<file path="config.mk">
export PLATFORM = sky130hd
export DESIGN_NAME = wrr_slot_sched
export DESIGN_NICKNAME = d
export VERILOG_FILES = /design/src/rtl/wrr_pkg.sv /design/src/rtl/wrr_cfg_shadow.sv /design/src/rtl/wrr_slot_decode.sv /design/src/rtl/wrr_slot_sched.sv
export SDC_FILE = /design/constraint.sdc
export NUM_CORES = 1
export LEC_CHECK = 0
export BUFFER_PORTS_ARGS = -buffer_cell sky130_fd_sc_hd__buf_2
export CAP_MARGIN = 20
export CORE_ASPECT_RATIO = 0.9
export CORE_MARGIN = 10
export CORE_UTILIZATION = 60
export DETAILED_ROUTE_END_ITERATION = 6
export PLACE_DENSITY_LB_ADDON = 0.2
export SYNTH_ARGS = -nofsm -noshare
export SYNTH_HDL_FRONTEND = slang
export SYNTH_SLANG_ARGS = --single-unit
</file>
<file path="constraint.sdc">
create_clock -name clk -period 10.5 [get_ports clk]
set_clock_uncertainty 0.1 [all_clocks]
set_input_delay 1.05 -clock clk [delete_from_list [all_inputs] [get_ports clk]]
set_output_delay 1.05 -clock clk [all_outputs]
set_load 0.005 [all_outputs]
</file>
<file path="src/rtl/wrr_pkg.sv">
package wrr_pkg;

    // Staging register select codes: codes below the thread count pick a slot,
    // the code equal to the thread count picks the round length.
    function automatic int unsigned round_sel_code(input int unsigned num_vp);
        return num_vp;
    endfunction

    typedef struct packed {
        logic round_start;
        logic valid;
        logic preempt;
    } sched_flags_t;

endpackage

</file>
<file path="src/rtl/wrr_cfg_shadow.sv">
module wrr_cfg_shadow #(
    parameter int NUM_VP    = 4,
    parameter int CNT_W     = 8,
    parameter int RST_SLOT  = 2,
    parameter int RST_ROUND = 8
) (
    input  logic                             clk,
    input  logic                             rst_n,
    input  logic                             cfg_wr,
    input  logic [$clog2(NUM_VP+1)-1:0]      cfg_sel,
    input  logic [CNT_W-1:0]                 cfg_data,
    input  logic                             load,
    output logic [NUM_VP-1:0][CNT_W-1:0]     act_slot,
    output logic [CNT_W-1:0]                 act_round,
    output logic                             cfg_err
);
    import wrr_pkg::*;

    localparam int SEL_W = $clog2(NUM_VP + 1);
    localparam int SUM_W = CNT_W + $clog2(NUM_VP + 1);
    localparam logic [SEL_W-1:0] ROUND_SEL = SEL_W'(round_sel_code(NUM_VP));

    typedef struct packed {
        logic [NUM_VP-1:0][CNT_W-1:0] stg_slot;
        logic [CNT_W-1:0]             stg_round;
        logic [NUM_VP-1:0][CNT_W-1:0] act_slot;
        logic [CNT_W-1:0]             act_round;
    } shadow_t;

    shadow_t          s_d, s_q;
    logic [SUM_W-1:0] stg_sum;
    logic             stg_bad;

    always_comb begin
        stg_sum = '0;
        for (int i = 0; i < NUM_VP; i++) begin
            stg_sum = stg_sum + SUM_W'(s_q.stg_slot[i]);
        end
        stg_bad = (s_q.stg_round == '0) || (stg_sum > SUM_W'(s_q.stg_round));
    end

    always_comb begin
        s_d = s_q;
        if (cfg_wr) begin
            for (int i = 0; i < NUM_VP; i++) begin
                if (cfg_sel == SEL_W'(i)) begin
                    s_d.stg_slot[i] = cfg_data;
                end
            end
            if (cfg_sel == ROUND_SEL) begin
                s_d.stg_round = cfg_data;
            end
        end
        if (load && !stg_bad) begin
            s_d.act_slot  = s_q.stg_slot;
            s_d.act_round = s_q.stg_round;
        end
    end

    always_ff @(posedge clk or negedge rst_n) begin
        if (!rst_n) begin
            s_q.stg_slot  <= {NUM_VP{CNT_W'(RST_SLOT)}};
            s_q.stg_round <= CNT_W'(RST_ROUND);
            s_q.act_slot  <= {NUM_VP{CNT_W'(RST_SLOT)}};
            s_q.act_round <= CNT_W'(RST_ROUND);
        end else begin
            s_q <= s_d;
        end
    end

    assign act_slot  = s_q.act_slot;
    assign act_round = s_q.act_round;
    assign cfg_err   = stg_bad;

    logic [SUM_W-1:0] act_sum;
    always_comb begin
        act_sum = '0;
        for (int i = 0; i < NUM_VP; i++) begin
            act_sum = act_sum + SUM_W'(s_q.act_slot[i]);
        end
    end

    // the active set moves only on a round boundary
    assert_hold_mid_round_R7: assert property (@(posedge clk) disable iff (!rst_n)
        !load |=> ($stable(act_slot) && $stable(act_round)));

    // a refused staged set leaves the active set untouched
    assert_reject_bad_R8: assert property (@(posedge clk) disable iff (!rst_n)
        (load && cfg_err) |=> ($stable(act_slot) && $stable(act_round)));

    // the active set always fits its round
    assert_active_fits_R8: assert property (@(posedge clk) disable iff (!rst_n)
        (act_round != '0) && (act_sum <= SUM_W'(act_round)));

endmodule

</file>
<file path="src/rtl/wrr_slot_decode.sv">
module wrr_slot_decode #(
    parameter int NUM_VP = 4,
    parameter int CNT_W  = 8
) (
    input  logic                         clk,
    input  logic                         rst_n,
    input  logic                         run,
    input  logic [CNT_W-1:0]             pos,
    input  logic [NUM_VP-1:0][CNT_W-1:0] act_slot,
    input  logic [NUM_VP-1:0]            vp_en,
    output logic                         vp_valid,
    output logic [$clog2(NUM_VP)-1:0]    vp_id,
    output logic                         preempt
);
    localparam int ID_W  = $clog2(NUM_VP);
    localparam int SUM_W = CNT_W + $clog2(NUM_VP + 1);

    logic [NUM_VP-1:0] hit;
    logic [NUM_VP-1:0] last;

    always_comb begin
        logic [SUM_W-1:0] base;
        logic [SUM_W-1:0] top;
        logic [SUM_W-1:0] p;
        base = '0;
        p    = SUM_W'(pos);
        hit  = '0;
        last = '0;
        for (int i = 0; i < NUM_VP; i++) begin
            top = base + SUM_W'(act_slot[i]);
            hit[i]  = run && vp_en[i] && (act_slot[i] != '0) && (p >= base) && (p < top);
            last[i] = hit[i] && (p == top - SUM_W'(1));
            base = top;
        end
    end

    always_comb begin
        vp_id = '0;
        for (int i = 0; i < NUM_VP; i++) begin
            if (hit[i]) begin
                vp_id = ID_W'(i);
            end
        end
    end

    assign vp_valid = |hit;
    assign preempt  = |last;

    // at most one thread owns any cycle
    assert_single_owner_R3: assert property (@(posedge clk) disable iff (!rst_n)
        $onehot0(hit));

    // a preemption only ends an owned slot
    assert_preempt_owned_R4: assert property (@(posedge clk) disable iff (!rst_n)
        preempt |-> vp_valid);

endmodule

</file>
<file path="src/rtl/wrr_slot_sched.sv">
module wrr_slot_sched #(
    parameter int NUM_VP    = 4,
    parameter int CNT_W     = 8,
    parameter int RST_SLOT  = 2,
    parameter int RST_ROUND = 8
) (
    input  logic                          clk,
    input  logic                          rst_n,
    input  logic                          cfg_wr,
    input  logic [$clog2(NUM_VP+1)-1:0]   cfg_sel,
    input  logic [CNT_W-1:0]              cfg_data,
    input  logic [NUM_VP-1:0]             vp_en,
    output logic                          vp_valid,
    output logic [$clog2(NUM_VP)-1:0]     vp_id,
    output logic                          round_start,
    output logic                          preempt,
    output logic                          cfg_err
);
    import wrr_pkg::*;

    typedef struct packed {
        logic             run;
        logic [CNT_W-1:0] pos;
    } ctr_t;

    ctr_t                         c_d, c_q;
    logic                         load;
    logic [NUM_VP-1:0][CNT_W-1:0] act_slot;
    logic [CNT_W-1:0]             act_round;
    sched_flags_t                 flags;

    assign load = c_q.run && (c_q.pos == act_round - CNT_W'(1));

    always_comb begin
        c_d = c_q;
        if (!c_q.run) begin
            c_d.run = 1'b1;
            c_d.pos = '0;
        end else if (load) begin
            c_d.pos = '0;
        end else begin
            c_d.pos = c_q.pos + CNT_W'(1);
        end
    end

    always_ff @(posedge clk or negedge rst_n) begin
        if (!rst_n) begin
            c_q.run <= 1'b0;
            c_q.pos <= '0;
        end else begin
            c_q <= c_d;
        end
    end

    wrr_cfg_shadow #(
        .NUM_VP   (NUM_VP),
        .CNT_W    (CNT_W),
        .RST_SLOT (RST_SLOT),
        .RST_ROUND(RST_ROUND)
    ) u_shadow (
        .clk      (clk),
        .rst_n    (rst_n),
        .cfg_wr   (cfg_wr),
        .cfg_sel  (cfg_sel),
        .cfg_data (cfg_data),
        .load     (load),
        .act_slot (act_slot),
        .act_round(act_round),
        .cfg_err  (cfg_err)
    );

    wrr_slot_decode #(
        .NUM_VP(NUM_VP),
        .CNT_W (CNT_W)
    ) u_decode (
        .clk     (clk),
        .rst_n   (rst_n),
        .run     (c_q.run),
        .pos     (c_q.pos),
        .act_slot(act_slot),
        .vp_en   (vp_en),
        .vp_valid(flags.valid),
        .vp_id   (vp_id),
        .preempt (flags.preempt)
    );

    assign flags.round_start = c_q.run && (c_q.pos == '0);
    assign round_start = flags.round_start;
    assign vp_valid    = flags.valid;
    assign preempt     = flags.preempt;

    // the round position never reaches the active round length
    assert_pos_in_round_R2: assert property (@(posedge clk) disable iff (!rst_n)
        c_q.run |-> (c_q.pos < act_round));

    // after a preemption the owner changes, goes idle, or a round restarts
    assert_forced_switch_R4: assert property (@(posedge clk) disable iff (!rst_n)
        preempt |=> (round_start || !vp_valid || (vp_id != $past(vp_id))));

    // no output activity before the first round
    assert_quiet_before_run_R1: assert property (@(posedge clk) disable iff (!rst_n)
        !c_q.run |-> (!vp_valid && !round_start && !preempt));

endmodule

</file>
==> summary.md <==
| Metric | Value |
|---|---|
| Outcome | finished clean |
| Max Freq | 0.1315 GHz |
| TritonRoute pass-1 iters | 5 |
| Clock-pin slew on the worst setup and hold paths | 60 ps |
| Netlist cell types | 73 |
| RSZ-0062 raised after global routing | no |
| Total GRT Usage | a little over a fifth |
| Pwr dens | between 150 and 200 mW/mm^2 |
| Worst r2r dst | u_shadow.act_slot[15] |
| Flop-to-flop setup slack | 5150 ps |
| Setup TNS Final | 0 ps |
| IO buf count | 23 |
| Pre-CTS setup slack | ~3300 ps |
| Starting DRT DRC Count | around 330 |
| Die area | approximately 0.018 mm^2 |
| Final hold vios | 0 |
| Synthesized cell area | 0.007655 mm^2 |
| Post-DP HPWL | around 15000 um |
| Initial Util | 60.80% |
| Critical Path AT | 6450 ps |
| Top cells by area, synth | dfrtp_1, ha_1, xnor2_1 |
| Sequential fraction of the synthesis area | between 20% and 30% |
| Core ar. | 0.01259 mm^2 |
| Worst Path Buf+Inv | 2 |
| Ant diodes | 0 |
| CTS Buf Count | 9 |
| Cts hold-fix bufs | 0 |
| Int Power | approximately 900 uW |
| Post-CTS sizing | 0 |
| Wire per inst | ~18 um |
| Path type of the worst min-delay path | reg -> reg |
| CP Capture Type | output port |
| Syn nets | 963 |
| Critical Path Sink | preempt |
| Combinational Power Share | between 50% and 60% |
| Clock sink total | 89 |
| Ordered cell list for the critical path | inv_1, fa_1, nor2b_1, o2111ai_2, nand3b_1, xor2_1, ha_1, nand2_1, a21oi_1, a211oi_1, xnor2_1, ha_1, or3_2, o211ai_1, ha_1, a21o_1, a31oi_1, o2111ai_1, a2111oi_2, a221o_1, buf_2 |
| Critical path class | reg -> out |
| Final ANT Viol Nets | 0 |
| Minimum hold slack | between 400 and 500 ps |
| Grt ovf | 0 |
| Initial antenna violation count | 0 |
| Slowest cell on the critical path | dfstp_2 |
| P_sw | 590.7 uW |
| Worst slew pin tran | 883.2 ps |
| Clock Tree Root | clkbuf_16 |
| Row count | 39 |
| Cell count after synthesis | 843 |
| Most frequent cells in the layout | inv_1, ha_1, dfrtp_1 |
| Vias in the first global route | around 6300 |
| IO Pins | 24 |
| Largest net degree at the start of global routing | 90 |
| Final worst path period share | between 70 and 80% |
| Share of the synthesized area in the top cell type | between 20 and 30% |
| Ys flop type | dfrtp_1 |
| #FFs+latches synth | just under 90 |
| Ys async rst share | 100.0% |
| Nets | between 900 and 1000 |
| Residual DRC | 0 |
| FF-to-FF Start | u_shadow.s_q[56] |
| Vias/cell | a little over 6 |
| Critical Path Fanout Max | 8 |
| Max-slew violation count | 0 |
| Mean Syn Cell Area | just over 9 um^2 |
| Part of the power in registers | between 20% and 30% |
| Routability Congestion | 0.9412 |
| Most numerous cell on the critical path | ha_1 |
| CP delay by family, top | compound AO/OA/AOI/OAI gates |
| Synthesis warning total | 0 |
| Htree depth | 3 |
| Layout cells sized above 1 | about an eighth |
| FILL cells | ~1100 |
| Yosys top cell by area | dfrtp_1 |
| Clock Power Share | 20.0% |
| CP startpoint | u_shadow.act_slot[1] |
| MaxCap Viol Count | 0 |
| Crit path depth | 21 |
| Clk_lat worst skew | roughly 340 ps |
| Net Sw Frac | roughly 40% |
| Critical Path RT | 9350 ps |
| Worst vdd ir | about 0.00029 V |
| Post-CTS setup buffer count | 0 |
| Worst path max stage delay | around 560 ps |
| Total power | about 1.5 mW |
| Register-to-Register Path Depth | 23 |
| Chip height | 127.2 um |
| Final Setup Violations | 0 |
| EDFF count, synth | 0 |
| First-pass GRT wire length | about 31000 um |
| Max clock buf depth | 2 |
| Area Overhead vs Synth | 7.927% |
| CTS tree | done |
| Horiz. Die Dim | 139.1 um |
| Min Clock Period, post-route | between 7000 and 8000 ps |
| Slew margin rel. | about two fifths |
| LEAKAGE | 3.948 nW |
| Total Wirelength | approximately 19000 um |
| CP startpoint kind | flop |
| Final setup margin | approximately 2900 ps |
| DR vias | 6325 |
==> kinds of logic (layout without fill, tap and decap cells) <==
group | after synthesis | after routing | share of synthesized area [%]
AOI/OAI and AO/OA | 203 | 203 | 16.97
xor gates and xnor gates | 81 | 81 | 9.448
adders and majority gates | 102 | 102 | 17.95
buffers and inverters | 110 | 139 | 5.443
DFF | 89 | 89 | 29.26
muxes | 48 | 48 | 7.012
other | 1 | 1 | 0.04899
and+or+nand+nor | 209 | 209 | 13.88
==> worst reg2reg max path: stages (launching register included) <==
cell	delay, ps
dfrtp_1	410
ha_1	220
fa_1	480
inv_1	60
fa_1	480
inv_1	40
ha_1	210
fa_1	400
a21oi_1	140
nor2_1	50
nor2_1	190
o21bai_1	100
a21oi_1	180
xnor2_1	140
ha_1	260
nand2_1	90
nor3_1	60
nor2_1	70
o21ai_1	60
o2111ai_1	100
buf_4	280
or2_1	290
buf_4	380
mux2_2	400
==> how the worst min path moves through the flow <==
stage,slack [ps],to,depth (start not counted),startpoint
after floorplan,380,u_shadow.s_q[72],1,u_shadow.s_q[72]
after global placement,390,u_shadow.s_q[79],1,u_shadow.s_q[79]
after detailed placement,400,u_shadow.s_q[74],1,u_shadow.s_q[74]
after CTS,410,u_shadow.s_q[74],1,u_shadow.s_q[74]
after global routing,430,u_shadow.s_q[72],1,u_shadow.s_q[72]
final,410,u_shadow.s_q[79],1,u_shadow.s_q[79]
==> stage by stage <==
step                cells  area, um^2  utilization (%)
floorplan             843        7655                -
global placement     1019        7968            63.29
detailed placement   1019        7968            63.29
CTS                  1035        8242            65.46
global route         1036        8262            65.62
finish               1036        8262            65.62
==> cells in the mapped netlist (all sizes together) (7+ instances only) <==
library cell / n
mux2: 45
nand3: 28
nand4: 12
nor2: 42
nor2b: 12
fa: 13
nor3b: 7
o21ai: 84
a21oi: 40
inv: 89
xnor2: 46
o21bai: 8
ha: 89
dfstp: 10
clkbuf: 16
nor4: 14
nand2: 47
nor3: 18
xor2: 34
a21o: 11
a211oi: 8
dfrtp: 79
nand2b: 7
==> layer usage <==
metal | up-vias | part of all wire [%] | track usage [%]
met2 | 171 | 48 | 36.26
met1 | 3070 | 45 | 27.40
met4 | 0 | 2.4 | 7.235
li1 | 3049 | - | -
met5 | - | 0 | 0
met3 | 35 | 4.7 | 2.815
==> area by class of cell <==
| class | instances | area [um^2] | share of cell area, % |
|---|---|---|---|
| Tap cell | 164 | 205.2 | 2.484 |
| Clock inverter | 5 | 31.28 | 0.3786 |
| Multi-Input combinational cell | 644 | 4999 | 60.50 |
| Inverter | 90 | 339.1 | 4.104 |
| Sequential cell | 89 | 2240 | 27.11 |
| Timing Repair Buffer | 33 | 205.2 | 2.484 |
| Clock buffer | 11 | 242.7 | 2.938 |
==> state kept, by name, indices dropped and copies added (netlist names) <==
| signal | flops |
|---|---|
| u_shadow.act_slot | 32 |
| u_shadow.act_round | 8 |
| c_q | 9 |
| u_shadow.s_q | 40 |
==> power groups by stage <==
stage / Sequential (mW) / Clock, mW / Combinational (mW)
after global routing: 0.412 / 0.314 / 0.877
after CTS: 0.407 / 0.298 / 0.770
final: 0.407 / 0.294 / 0.770
after global placement: 0.410 / 0 / 0.722
after floorplan: 0.403 / 0 / 0.581
after detailed placement: 0.413 / 0 / 0.758
Note: power is estimated with default switching activity, not from simulation.
